**src/rtl/ifd_pkg.sv**
```systemverilog
// Package: shared widths, opcode constants, form classes and the decoded field record
// for the invalid instruction form detector.
package ifd_pkg;
    localparam int WORD_W = 32;
    localparam int OPC_W  = 6;
    localparam int REG_W  = 5;
    localparam int XO_W   = 10;
    localparam int SUB_W  = 2;
    localparam int SPR_W  = 2 * REG_W;
    localparam int CLS_W  = 4;

    // Big-endian bit b of the word sits at index WORD_W-1-b.
    localparam int OPC_LSB = WORD_W - OPC_W;
    localparam int RT_LSB  = OPC_LSB - REG_W;
    localparam int RA_LSB  = RT_LSB - REG_W;
    localparam int RB_LSB  = RA_LSB - REG_W;
    localparam int XO_LSB  = 1;
    localparam int BO2_IDX = RT_LSB + REG_W - 3;

    typedef enum logic [CLS_W-1:0] {
        CLS_NONE      = 4'd0,
        CLS_UPD_LOAD  = 4'd1,
        CLS_UPD_BASE  = 4'd2,
        CLS_LOAD_MULT = 4'd3,
        CLS_LOAD_STR  = 4'd4,
        CLS_PAIR      = 4'd5,
        CLS_QUAD_LOAD = 4'd6,
        CLS_SPR_MOVE  = 4'd7,
        CLS_BR_CTR    = 4'd8
    } form_cls_e;

    typedef struct packed {
        logic [OPC_W-1:0] opc;
        logic [REG_W-1:0] rt;
        logic [REG_W-1:0] ra;
        logic [REG_W-1:0] rb;
        logic [XO_W-1:0]  xo;
        logic [SUB_W-1:0] sub;
        logic             bo2;
    } fields_t;
endpackage

```
**src/rtl/ifd_field_split.sv**
```systemverilog
// Module: ifd_field_split
// Cuts the instruction word into its opcode, register and sub-code fields.
// Assumes big-endian numbering: architectural bit 0 is the MSB of the word.
module ifd_field_split
    import ifd_pkg::*;
(
    input  logic [WORD_W-1:0] word,
    output fields_t           fld
);
    // Purpose: pure wiring of the word fields into the record.
    always_comb begin
        fld.opc = word[OPC_LSB +: OPC_W];
        fld.rt  = word[RT_LSB  +: REG_W];
        fld.ra  = word[RA_LSB  +: REG_W];
        fld.rb  = word[RB_LSB  +: REG_W];
        fld.xo  = word[XO_LSB  +: XO_W];
        fld.sub = word[SUB_W-1:0];
        fld.bo2 = word[BO2_IDX];
    end
endmodule

```
**src/rtl/ifd_class_decode.sv**
```systemverilog
// Module: ifd_class_decode
// Maps the primary opcode, extended opcode and DS sub-code onto a form class.
// Assumes the extended opcode excludes the last bit of the word, so that bit is ignored.
module ifd_class_decode
    import ifd_pkg::*;
(
    input  fields_t   fld,
    output form_cls_e cls,
    output logic      known
);
    // Purpose: match opcode 31 extended codes onto a class.
    function automatic form_cls_e xo31(input logic [XO_W-1:0] xo);
        case (xo)
            10'd119, 10'd311, 10'd375, 10'd55, 10'd373, 10'd53:
                return CLS_UPD_LOAD;
            10'd247, 10'd439, 10'd183, 10'd181, 10'd567, 10'd631, 10'd695, 10'd759:
                return CLS_UPD_BASE;
            10'd597:          return CLS_LOAD_STR;
            10'd791, 10'd919: return CLS_PAIR;
            10'd467:          return CLS_SPR_MOVE;
            default:          return CLS_NONE;
        endcase
    endfunction

    // Purpose: primary opcode decode, with sub-code checks for the DS forms.
    always_comb begin
        case (fld.opc)
            6'd35, 6'd41, 6'd43, 6'd33:         cls = CLS_UPD_LOAD;
            6'd39, 6'd45, 6'd37,
            6'd49, 6'd51, 6'd53, 6'd55:         cls = CLS_UPD_BASE;
            6'd46:                              cls = CLS_LOAD_MULT;
            6'd56:                              cls = CLS_QUAD_LOAD;
            6'd58: cls = (fld.sub == 2'b01) ? CLS_UPD_LOAD : CLS_NONE;
            6'd57, 6'd61: cls = (fld.sub == 2'b00) ? CLS_PAIR : CLS_NONE;
            6'd62: cls = (fld.sub == 2'b01) ? CLS_UPD_BASE :
                         (fld.sub == 2'b10) ? CLS_PAIR : CLS_NONE;
            6'd31: cls = xo31(fld.xo);
            6'd19: cls = (fld.xo == 10'd528) ? CLS_BR_CTR : CLS_NONE;
            default:                            cls = CLS_NONE;
        endcase
        known = (cls != CLS_NONE);
    end
endmodule

```
**src/rtl/ifd_rule_check.sv**
```systemverilog
// Module: ifd_rule_check
// Applies the register-field rule of the given class and raises illegal.
// Assumes cls comes from ifd_class_decode. A class of NONE is never illegal.
module ifd_rule_check
    import ifd_pkg::*;
#(
    parameter int                     NUM_SPR  = 7,
    parameter logic [NUM_SPR*SPR_W-1:0] SPR_LIST = {10'd898, 10'd896, 10'd512,
                                                  10'd256, 10'd9, 10'd8, 10'd1}
)(
    input  form_cls_e cls,
    input  fields_t   fld,
    output logic      illegal
);
    localparam int CNT_W = REG_W + 1;

    logic [SPR_W-1:0]   spr_num;
    logic [NUM_SPR-1:0] spr_hit;
    logic [CNT_W-1:0]   str_bytes;
    logic [CNT_W-1:0]   str_regs;
    logic [REG_W-1:0]   str_off;
    logic               base_zero;

    assign spr_num = {fld.rb, fld.ra};

    // One comparator per allowed special register number.
    for (genvar g = 0; g < NUM_SPR; g++) begin : g_spr
        assign spr_hit[g] = (spr_num == SPR_LIST[g*SPR_W +: SPR_W]);
    end

    // Purpose: byte count, register count and wrapped offset of the base for the string load.
    always_comb begin
        str_bytes = (fld.rb == '0) ? CNT_W'(32) : {1'b0, fld.rb};
        str_regs  = (str_bytes + CNT_W'(3)) >> 2;
        str_off   = fld.ra - fld.rt;
        base_zero = (fld.ra == '0);
    end

    // Purpose: select the rule for the class.
    always_comb begin
        case (cls)
            CLS_UPD_LOAD:  illegal = base_zero || (fld.ra == fld.rt);
            CLS_UPD_BASE:  illegal = base_zero;
            CLS_LOAD_MULT: illegal = base_zero || (fld.rt <= fld.ra);
            CLS_LOAD_STR:  illegal = ({1'b0, str_off} < str_regs);
            CLS_PAIR:      illegal = fld.rt[0];
            CLS_QUAD_LOAD: illegal = fld.rt[0] || (fld.rt == fld.ra);
            CLS_SPR_MOVE:  illegal = ~|spr_hit;
            CLS_BR_CTR:    illegal = ~fld.bo2;
            default:       illegal = 1'b0;
        endcase
    end
endmodule

```
**src/rtl/ifd_top.sv**
```systemverilog
// Module: ifd_top
// Invalid instruction form detector: it registers the class, recognized flag and illegal
// flag one cycle after the strobe. Outputs are zero in cycles without a result.
// Assumes a synchronous active-low reset.
module ifd_top
    import ifd_pkg::*;
(
    input  logic              clk,
    input  logic              rst_n,
    input  logic              in_valid,
    input  logic [WORD_W-1:0] in_word,
    output logic              out_valid,
    output logic              out_known,
    output logic              out_illegal,
    output logic [CLS_W-1:0]  out_class
);
    fields_t   fld;
    form_cls_e cls;
    logic      known;
    logic      illegal;

    ifd_field_split u_split (.word(in_word), .fld(fld));
    ifd_class_decode u_dec (.fld(fld), .cls(cls), .known(known));
    ifd_rule_check u_rule (.cls(cls), .fld(fld), .illegal(illegal));

    // Purpose: result register, cleared in cycles without a strobe.
    always_ff @(posedge clk) begin
        if (!rst_n || !in_valid) begin
            out_valid   <= 1'b0;
            out_known   <= 1'b0;
            out_illegal <= 1'b0;
            out_class   <= '0;
        end else begin
            out_valid   <= 1'b1;
            out_known   <= known;
            out_illegal <= illegal;
            out_class   <= cls;
        end
    end

    a_r1_result_next: assert property (@(posedge clk) disable iff (!rst_n)
        in_valid |=> out_valid);
    a_r1_idle_quiet: assert property (@(posedge clk) disable iff (!rst_n)
        !out_valid |-> (!out_known && !out_illegal && out_class == '0));
    a_r2_unknown_legal: assert property (@(posedge clk) disable iff (!rst_n)
        out_illegal |-> out_known);
    a_r4_store_base_ok: assert property (@(posedge clk) disable iff (!rst_n)
        (in_valid && fld.opc == 6'd39 && fld.ra != '0) |=> !out_illegal);
    a_r5_lmw_base_zero: assert property (@(posedge clk) disable iff (!rst_n)
        (in_valid && fld.opc == 6'd46 && fld.ra == '0) |=> out_illegal);
    a_r10_ctr_bo: assert property (@(posedge clk) disable iff (!rst_n)
        (in_valid && fld.opc == 6'd19 && fld.xo == 10'd528 && !fld.bo2)
        |=> (out_illegal && out_class == CLS_W'(8)));
endmodule

```
**config.mk**
```make
export PLATFORM = sky130hd
export DESIGN_NAME = ifd_top
export DESIGN_NICKNAME = d
export VERILOG_FILES = /design/src/rtl/ifd_pkg.sv /design/src/rtl/ifd_field_split.sv /design/src/rtl/ifd_class_decode.sv /design/src/rtl/ifd_rule_check.sv /design/src/rtl/ifd_top.sv
export SDC_FILE = /design/constraint.sdc
export NUM_CORES = 1
export LEC_CHECK = 0
export ABC_AREA = 1
export CORE_ASPECT_RATIO = 2
export CORE_MARGIN = 4
export CORE_UTILIZATION = 30
export DETAILED_ROUTE_END_ITERATION = 8
export DONT_BUFFER_PORTS = 1
export SLEW_MARGIN = 20
export SYNTH_ARGS = -nofsm -noshare
export SYNTH_HDL_FRONTEND = slang
export SYNTH_SLANG_ARGS = --single-unit
```
**constraint.sdc**
```tcl
create_clock -name clk -period 3.9 [get_ports clk]
set_clock_uncertainty 0.15 [all_clocks]
set_input_delay 0.195 -clock clk [delete_from_list [all_inputs] [get_ports clk]]
set_output_delay 0.195 -clock clk [all_outputs]
set_load 0.1 [all_outputs]
```
---- Word-level counts from Yosys, hierarchy flattened ----
Cells that the tools add are included.
word-level totals
  flip-flop bits (word level) ............. 7
  bits of input ports ..................... 35
  output and inout bits ................... 7
  word-level logic and storage cells ...... 94
operators by class
  add/sub/neg operators ................... 2
  magnitude comparators ................... 2
  equal/unequal tests ..................... 57
  mux-type cells .......................... 10
  bitwise gates (word level) .............. 1
  reduce and logical (&&, ||, !) cells .... 18
operators by type and width
  operator                                              count
  equality test 10 bit, second input constant           11
  equality test 6 bit, second input constant            17
  equality test 10 x 9 -> 1 bit, second input constant  6
  case mux 4 bit (9 select lines)                       1
  equality test 10 x 8 -> 1 bit, second input constant  3
  equality test 10 x 4 -> 1 bit, second input constant  2
  equality test 10 x 6 -> 1 bit, second input constant  2
  equality test 4 x 3 -> 1 bit, second input constant   4
  case mux 3 bit (5 select lines)                       1
  OR reduction 7 bit                                    2
  equality test 6 x 5 -> 1 bit, second input constant   2
  equality test 10 x 1 -> 1 bit, second input constant  1
  equality test 10 x 7 -> 1 bit, second input constant  1
  equality test 5 bit                                   2
  logical NOT 5 bit                                     2
  equality test 4 x 2 -> 1 bit, second input constant   2
  2-to-1 mux 4 bit                                      2
  case mux 1 bit (8 select lines)                       1
  OR reduction 8 bit                                    1
  adder 6 x 2 -> 6 bit, second input constant           1
  2-to-1 mux 3 bit                                      2
  2-to-1 mux 6 bit                                      1
  OR reduction 6 bit                                    1
  less-or-equal comparator 5 bit                        1
  14 further kinds                                      21

---- Longest topological paths before layout ----
  depth in word-level cells ............... 6
  depth in mapped cells ................... 17
  depth with buffers taken out ............ 17

---- Modules after synthesis ----
Synthesis repeated with hierarchy kept, for this count alone.
unflattened totals
  cells, all modules ...................... 265
  area, all modules ....................... 1462.7 sq um
modules (own cells, without submodules)
  module            times used  cells each  area an instance (sq um)  seq. area each (sq um)
  ifd_rule_check    1           109         563.0                     0.0
  ifd_class_decode  1           101         449.2                     0.0
  ifd_field_split   1           34          255.2                     0.0
  ifd_top           1           21          195.2                     140.1

---- Worst setup path after synthesis ----
OpenSTA, ideal clock, no wires.
  kind .................................... input-to-reg
  start ................................... input port in_word[16]
  end ..................................... register out_illegal
  setup time .............................. 0.120 ns
  data arrival time ....................... 1.911 ns
  slack ................................... 1.719 ns
  cell stages on the path ................. 17
  buffers on the path ..................... 0
  path through ............................ inv_1 -> ha_1 -> inv_1 -> fa_1 -> xor2_1 -> ha_1 -> nand2_1 -> inv_1 -> nand2_1 -> a21boi_0 -> nor2_1 -> nand3_1 -> nand2_1 -> nand2_1 -> nand3_2 -> nor2_1 -> nor2_1
on the way
  cells in the longest elaborated chain, start to end .. 4
  elaborated cells on any way between the ends .. 19
RTL lines
  what                                                      RTL line              text
  start: declaration                                        ifd_top.sv:11         input logic [WORD_W-1:0] in_word,
  branches (longest 3 deep; another with subtractor 5 bit)  --
  case mux 1 bit (8 select lines) (*)                       ifd_rule_check.sv:41  case (cls)
  end signal: assignment                                    ifd_top.sv:36         out_illegal <= illegal;
  end: declaration                                          ifd_top.sv:14         output logic out_illegal,
Every way passes the cells marked *.
A chain may end at the register's enable or synchronous reset.

---- Final worst setup path ----
Same ends and word-level chain as after synthesis.

==> results.cfg <==
[cts]
cts_setup_buffers = 0
cts-hold-fix-buffers = 0
cts_root_buf = clkbuf_8
cts_tree = built
cts-buffers-inserted = 3
post_cts_resized = 0
cts_max_level = 1
clk_pin_slew_ns = 0.04
cts.sinks = 7
cts_buffer_depth = 2

[power_and_ir_drop]
pwr_density_cell_nw_per_um2 = 209.8
p_sw_frac = 0.3422
finalPower_mw = 0.2804
comb_power_share = 0.351
p_leak_nw = 0.7002
internal-power_mw = 0.1844
seq_power_share = 0.304
ir_worst_vdd_mv = 0.07671
clock_power_share = 0.345
p_sw_mw = 0.09596

[placed_design]
preCtsSetupSlack_ns = 1.577
dp_hpwl_um = 2943
gp_congestion = 0.8034
io_buffers = 0
place_inst = 271

[finish]
nets = 269
area_delta_synth_final_pct = 8.426
instances_no_fill = 275
diodes = 0
layout-drive-gt1-share = 0.1205

[yosys]
ys_top_cells_by_count = nand2_1 (52), nor2_1 (42), inv_1 (30), nand3_1 (20), ha_1 (8)
synth-async-reset-ratio = 0
synthesis.nets = 265
ys_seq_area_frac = 0.1137
avgSynthCellArea_um2 = 5.577
synth_enable_flop_cells = 0
synth_top_cell_area_share = 0.1584
ys_warn_count = 0
yosysUniqueCellTypes = 31
yosys_most_used_dff = dfxtp_1
netlist_top_cells_area = nand2_1 (16%), nor2_1 (13%), dfxtp_1 (11%), inv_1 (9.1%), ha_1 (8.1%)
syn_inst = 221
yosysTopAreaCell = nand2_1
ys_seq_elements = 7
synth_most_common_cell = nand2_1
netlist_area_um2 = 1232

[sta]
relSlewSlack = 0.3581
fin_crit_sh = 0.5435
tns_ns = 0
setup_ws_ns = 1.780
hold_viol_final = 0
hold-worst-slack_ns = 0.06093
tightest_slew_ns = 0.9616
final_max_slew_viol_count = 0
min_period_ns = 2.120
setup_viol = 0
maxClockFrequency_mhz = 471.8
rsz0062_at_grt = no

[hold_path]
hold_class = in2reg
hold_depth = 2

[floorplan]
fp.dieW_um = 53.32
io_pins = 42
dieArea_um2 = 5259
die-height_um = 98.64
std_cell_rows = 32
start_util = 0.3141
core-area_um2 = 3924

[detailed_routing]
drc_errors = 0
drtIter0Drc = 25
drt_first_pass_iters = 4
viasPerCell = 4.902
routed_wl_um = 3269
avgRoutedWirePerCell_um = 11.89
ant_nets = 0
vias = 1348

[worst_setup_path]
critPathArrivalTime_ns = 2.07
required_ns = 3.85
crit_fanout = 2
startpoint_type = primary input
critPathKind = in2reg
critPathCaptureType = flop

[job]
max-cap-violations = 0

[outcome]
status = finished clean

[global_route]
grt_max_degree = 9
overflow = 0
grt_pass1_wl_um = 5478
track_usage = 0.1351
first_global_vias = 1376
antenna_found_initial = 0
[worst max-delay path: stages]
cell	delay, ns
inv_1	0.05
ha_1	0.14
inv_1	0.06
fa_1	0.40
xor2_1	0.18
ha_1	0.31
nand2_1	0.05
inv_1	0.04
nand2_1	0.04
a21boi_0	0.18
nor2_1	0.06
nand3_1	0.08
nand2_1	0.05
nand2_1	0.06
nand3_2	0.05
nor2_1	0.09
nor2_1	0.04
[state kept, by name (all words and copies together), names as in the netlist]
| signal | cells |
|---|---|
| out_class | 4 |
| out_valid | 1 |
| out_illegal | 1 |
| out_known | 1 |
[power by group through the flow]
stage	Combinational (mW)	Clock [mW]	Sequential (mW)
after floorplan	0.0819	0	0.0861
after global placement	0.0969	0	0.0864
after detailed placement	0.0989	0	0.0865
after CTS	0.0995	0.0989	0.0854
after global routing	0.116	0.104	0.0853
final	0.0984	0.0967	0.0853
[layout make-up]
class	count	area, um2
multi-input combinational	176	948.4
inverter	37	138.9
clock buffer	4	45.04
sequential	7	140.1
fill	496	2587
tap	51	63.81
[placed cells by master, fill, tap and decap left out]
| cell type | count |
|---|---|
| fa_1 | 1 |
| nand3b_1 | 4 |
| a21boi_0 | 1 |
| o22ai_1 | 1 |
| xor2_1 | 2 |
| or2_1 | 1 |
| nor3_4 | 1 |
| a31oi_1 | 1 |
| nor2_1 | 42 |
| a21o_1 | 2 |
| dfxtp_1 | 7 |
| nor3b_1 | 1 |
| xnor2_1 | 2 |
| nand3_1 | 20 |
| a21oi_1 | 5 |
| o21ai_0 | 5 |
| nor3_2 | 1 |
| ha_1 | 8 |
| nor3_1 | 5 |
| nor2_2 | 2 |
| a21oi_2 | 3 |
| clkbuf_8 | 3 |
| o21ai_1 | 1 |
| clkbuf_1 | 1 |
| nand4_1 | 5 |
| nand3_2 | 4 |
| nand2_4 | 1 |
| or2_4 | 1 |
| nand2_1 | 52 |
| inv_2 | 7 |
| nand2_2 | 4 |
| inv_1 | 30 |
[path summary, 6_finish.rpt]
kind	start	endpoint	slack, ns
min	in_valid	out_valid	0.06
max	in_word[16]	out_illegal	1.78
[through the flow]
stage | util | area, um2
floorplan | - | 1232
global placement | 0.3291 | 1291
detailed placement | 0.3291 | 1291
CTS | 0.3406 | 1336
global route | 0.3406 | 1336
finish | 0.3406 | 1336
[kinds of logic (layout without fill, tap and decap cells)]
| kind of cell | Yosys count | in the layout | synth area share |
|---|---|---|---|
| xor gates and xnor gates | 4 | 4 | 0.02843 |
| AOI/OAI and AO/OA | 19 | 19 | 0.09441 |
| DFF | 7 | 7 | 0.1137 |
| and+or+nand+nor | 144 | 144 | 0.5492 |
| adders and majority gates | 9 | 9 | 0.09747 |
| buffers and inverters | 38 | 41 | 0.1168 |
[layer usage]
layer	up-vias	wire length (um)	track usage
met5	-	0	0
li1	708	-	-
met2	36	1973	0.2753
met4	0	54	0.04724
met1	600	1069	0.1174
met3	4	171	0.02572
Note: power is estimated with default switching activity, not from simulation.
